**src/rtl/pdca_pkg.sv**
```systemverilog
package pdca_pkg;
  typedef enum logic [1:0] {
    PM_DRIVE = 2'b00,
    PM_SENSE = 2'b01,
    PM_SWING = 2'b10,
    PM_IDLE  = 2'b11
  } pin_mode_e;
endpackage

```
**src/rtl/pdca_rst_sync.sv**
```systemverilog
module pdca_rst_sync #(
  parameter int STAGES = 2
) (
  input  logic clk,
  input  logic rst_n,
  output logic rst_n_sync
);
  logic [STAGES-1:0] chain_q;
  logic [STAGES-1:0] chain_d;

  always_comb chain_d = {chain_q[STAGES-2:0], 1'b1};

  always_ff @(posedge clk or negedge rst_n) begin
    if (!rst_n) chain_q <= '0;
    else        chain_q <= chain_d;
  end

  assign rst_n_sync = chain_q[STAGES-1];
endmodule

```
**src/rtl/pdca_cfg_bank.sv**
```systemverilog
module pdca_cfg_bank #(
  parameter int NUM_PINS = 96,
  localparam int CW = 2 * NUM_PINS
) (
  input  logic          clk,
  input  logic          rst_n,
  input  logic          cfg_en,
  input  logic [CW-1:0] cfg_data,
  output logic [CW-1:0] cfg_q
);
  logic [CW-1:0] cfg_d;

  always_comb begin
    cfg_d = cfg_q;
    if (cfg_en) cfg_d = cfg_data;
  end

  always_ff @(posedge clk or negedge rst_n) begin
    if (!rst_n) cfg_q <= '1;
    else        cfg_q <= cfg_d;
  end
endmodule

```
**src/rtl/pdca_pin_cell.sv**
```systemverilog
module pdca_pin_cell
  import pdca_pkg::*;
#(
  parameter bit BIDIR_OK = 1'b1
) (
  input  logic [1:0] mode,
  input  logic       stim_bit,
  input  logic       dir_bit,
  input  logic       pad_in,
  output logic       pad_out,
  output logic       pad_oe,
  output logic       cap
);
  logic drive;
  logic sense;

  always_comb begin
    drive = 1'b0;
    sense = 1'b0;
    case (pin_mode_e'(mode))
      PM_DRIVE: drive = 1'b1;
      PM_SENSE: sense = 1'b1;
      PM_SWING: begin
        drive = BIDIR_OK & dir_bit;
        sense = BIDIR_OK & ~dir_bit;
      end
      default: ;
    endcase
    pad_oe  = drive;
    pad_out = drive & stim_bit;
    cap     = sense & pad_in;
  end
endmodule

```
**src/rtl/pin_dir_array.sv**
```systemverilog
module pin_dir_array #(
  parameter int NUM_PINS = 96,
  localparam int HALF = NUM_PINS / 2,
  localparam int CW   = 2 * NUM_PINS
) (
  input  logic                clk,
  input  logic                rst_n,
  input  logic                cfg_en,
  input  logic [CW-1:0]       cfg_data,
  input  logic [NUM_PINS-1:0] stim,
  input  logic [NUM_PINS-1:0] pad_in,
  output logic [NUM_PINS-1:0] pad_out,
  output logic [NUM_PINS-1:0] pad_oe,
  output logic [NUM_PINS-1:0] result
);
  logic                rst_n_sync;
  logic [CW-1:0]       cfg_q;
  logic [NUM_PINS-1:0] cap_d;
  logic [NUM_PINS-1:0] result_q;

  pdca_rst_sync #(.STAGES(2)) u_rst (
    .clk(clk), .rst_n(rst_n), .rst_n_sync(rst_n_sync)
  );

  pdca_cfg_bank #(.NUM_PINS(NUM_PINS)) u_cfg (
    .clk(clk), .rst_n(rst_n_sync), .cfg_en(cfg_en),
    .cfg_data(cfg_data), .cfg_q(cfg_q)
  );

  for (genvar i = 0; i < NUM_PINS; i++) begin : g_pin
    if (i < HALF) begin : g_lo
      pdca_pin_cell #(.BIDIR_OK(1'b1)) u_cell (
        .mode(cfg_q[2*i +: 2]), .stim_bit(stim[i]), .dir_bit(stim[i+HALF]),
        .pad_in(pad_in[i]), .pad_out(pad_out[i]), .pad_oe(pad_oe[i]),
        .cap(cap_d[i])
      );
    end else begin : g_hi
      pdca_pin_cell #(.BIDIR_OK(1'b0)) u_cell (
        .mode(cfg_q[2*i +: 2]), .stim_bit(stim[i]), .dir_bit(1'b0),
        .pad_in(pad_in[i]), .pad_out(pad_out[i]), .pad_oe(pad_oe[i]),
        .cap(cap_d[i])
      );
    end
  end

  always_ff @(posedge clk or negedge rst_n_sync) begin
    if (!rst_n_sync) result_q <= '0;
    else             result_q <= cap_d;
  end

  assign result = result_q;
endmodule

```
**config.mk**
```make
export PLATFORM = sky130hd
export DESIGN_NAME = pin_dir_array
export DESIGN_NICKNAME = d
export VERILOG_FILES = /design/src/rtl/pdca_pkg.sv /design/src/rtl/pdca_rst_sync.sv /design/src/rtl/pdca_cfg_bank.sv /design/src/rtl/pdca_pin_cell.sv /design/src/rtl/pin_dir_array.sv
export SDC_FILE = /design/constraint.sdc
export NUM_CORES = 1
export LEC_CHECK = 0
export ABC_AREA = 1
export BUFFER_PORTS_ARGS = -buffer_cell sky130_fd_sc_hd__buf_4
export CAP_MARGIN = 10
export CORE_AREA = 2 2 266 268
export CTS_CLUSTER_SIZE = 8
export DETAILED_ROUTE_END_ITERATION = 6
export DIE_AREA = 0 0 268 270
export SETUP_SLACK_MARGIN = 0.02
export SYNTH_ARGS = -nofsm -noshare
export SYNTH_HDL_FRONTEND = slang
export SYNTH_HIERARCHICAL = 1
export SYNTH_SLANG_ARGS = --single-unit
```
**constraint.sdc**
```tcl
create_clock -name clk -period 13.91 [get_ports clk]
set_input_delay 0.6955 -clock clk [delete_from_list [all_inputs] [get_ports clk]]
set_output_delay 0.6955 -clock clk [all_outputs]
set_load 0.02 [all_outputs]
```
==> summary.md <==
| Metric | Value |
|---|---|
| Clock latency at the later pin of the worst-skew pair | `550 ps` |
| Max Fanout on Critical Path | `3` |
| Clock Tree Buf Depth | `3` |
| Global-route wire length before repair | `79.1 mm` |
| Total track usage | `0.142` |
| Drt pass-1 iters | `4` |
| Peak Freq | `401 MHz` |
| Clk_skew | `15.5 ps` |
| Filler cells | `7445` |
| VDD IR max | `0.0000645 V` |
| Hold Path Stages | `3` |
| CTS root buffer | `clkbuf_16` |
| Resized Gates After CTS | `0` |
| Placed insts | `3547` |
| Vias | `13800` |
| Initial core utilization | `0.229` |
| H-tree levels | `2` |
| Flop2flop setup slack | `11450 ps` |
| Most common cell after layout, fill and taps aside | `nand2_1` |
| FF-to-FF End | `result[65]` |
| Share of layout cells above drive strength 1 | `0.433` |
| Final TNS setup | `0 ps` |
| Cells after synthesis | `1966` |
| Non-Filler Instances | `3623` |
| DR vias/cell | `3.80` |
| TritonCTS clock tree | `built` |
| ANT cells | `0` |
| Multi-input gate area | `6610 sq um` |
| Outcome | `finished clean` |
| R2r worst-path depth | `2` |
| YS warnings | `6` |
| Drt drc | `0` |
| Most used cell, CP | `nand2_1` |
| Most frequent cells in the layout | `nand2_1 (816), buf_4 (682), inv_1 (384)` |
| FP Rows | `97` |
| Antenna violations before repair | `4` |
| Hold Startpoint | `cfg_data[71]` |
| Mapped Nets | `2497` |
| Remaining antenna violation count | `0` |
| Worst Setup End Kind | `output pin` |
| Grt total ovfl | `0` |
| Reg area | `7500 sq um` |
| Leak | `0.0131 uW` |
| DPL Wire Length | `42.0 mm` |
| Worst flop-to-flop path startpoint | `u_rst/chain_q[1]` |
| Crit path max-delay family | `flip-flops` |
| Die Width | `268 um` |
| Worst Hold Class | `input port to flip-flop` |
| CP max stage delay | `540 ps` |
| CP Class | `flip-flop to output pin` |
| Vias in the first global route | `13900` |
| Ports | `675` |
| Post-layout minimum cycle time | `2490 ps` |
| WHS Endpoint | `u_cfg/cfg_q[71]` |
| Die Y | `270 um` |
| Worst EP required | `13210 ps` |
| Slowest CP cell | `dfstp_2` |
| Initial drt markers | `482` |
| RSZ-0062 raised after global routing | `false` |
| Nets | `3183` |
| Maxcap violations | `0` |
| Port-buffer cells | `674` |
| Worst path arrival time | `1800 ps` |
| Die area | `72400 sq um` |
| Crit path buf inv count | `2` |
| CTS Buf Count | `42` |
| Worst setup SP type | `flip-flop` |
| Slew @ Worst Pin | `929 ps` |
| Clock sink total | `290` |
| Final GP Congestion | `0.856` |
| Core Box Area | `69500 sq um` |
| Slew Viols, Final | `0` |
| Final Cycle Share | `0.179` |
| Syn_area_per_cell | `8.11 sq um` |
| Worst-path clk slew | `50 ps` |
| PwrDens | `110 nW/um^2` |
| Worst slew margin | `0.381` |
| Final setup violation count | `0` |
| Avg WL per Cell | `14.6 um` |
| Largest net degree at the start of global routing | `78` |
| Crit path cell chain | `inv_1 -> ha_1 -> nand2_1 -> nand2_1 -> buf_4` |
| Final Hold Viols | `0` |
| Final Routed Wirelength | `53.0 mm` |
| Cell area after synthesis | `15900 sq um` |
| P&R area growth vs syn | `46.0%` |
| Design Power | `2560 uW` |
==> worst max-delay path by stage <==
stage                     start         end  slack, ps  cells after the start
2_1_floorplan  u_rst/chain_q[1]   result[0]       5570                      0
3_3_place_gp   u_rst/chain_q[1]  result[68]      11300                      2
3_5_place_dp   u_rst/chain_q[1]  result[19]      11310                      2
4_1_cts        u_rst/chain_q[1]  result[68]      11310                      2
5_1_grt        u_rst/chain_q[1]  result[17]      11080                      2
6_report        u_cfg/cfg_q[54]  pad_oe[27]      11420                      5
==> registers in the layout, indices dropped and copies added, names as in the netlist <==
name and count:
result 96, u_cfg/cfg_q 192, u_rst/chain_q 2
==> what timing repair did <==
| action | in CTS | in global routing |
|---|---|---|
| hold buffers | 1 | 0 |
| endpoints found under the hold margin | 2 | 0 |
| buffers inserted | 0 | 0 |
==> stage by stage <==
stage,area [sq um],setup slack (ps),hold WS (ps),util
4_1_cts,23300,11310,294,0.335
2_1_floorplan,15900,5570,331,-
5_1_grt,23300,11080,319,0.335
6_report,23300,11420,345,0.335
3_5_place_dp,22000,11310,344,0.317
3_3_place_gp,22000,11300,335,0.317
==> power breakdown <==
part	switching [uW]	total (uW)	internal (uW)	leakage (uW)
clock network	378	956	578	0.000580
logic	338	594	255	0.00918
registers	54.7	1010	951	0.00334
total	771	2560	1780	0.0131
==> layout make-up <==
cell class                      count  share of cell area
Clock buffer                       73              0.0515
Clock inverter                      2            0.000591
Inverter                          433              0.0701
Multi-Input combinational cell   1201               0.284
Sequential cell                   290               0.322
Tap cell                          940              0.0505
Timing Repair Buffer              684               0.221
==> worst reg2reg max path: stages, from the launching register on <==
cell	delay, ps
dfrtp_4	900
buf_4	710
buf_4	840
==> per-layer routing <==
layer | vias up | share of wire | track usage | wire length [um]
li1 | 7007 | - | - | -
met1 | 6260 | 0.40 | 0.162 | 21200
met2 | 433 | 0.49 | 0.252 | 26200
met3 | 74 | 0.081 | 0.0442 | 4290
met4 | 2 | 0.024 | 0.0423 | 1290
met5 | - | 0.00025 | 0 | 13
Note: power is estimated with default switching activity, not from simulation.
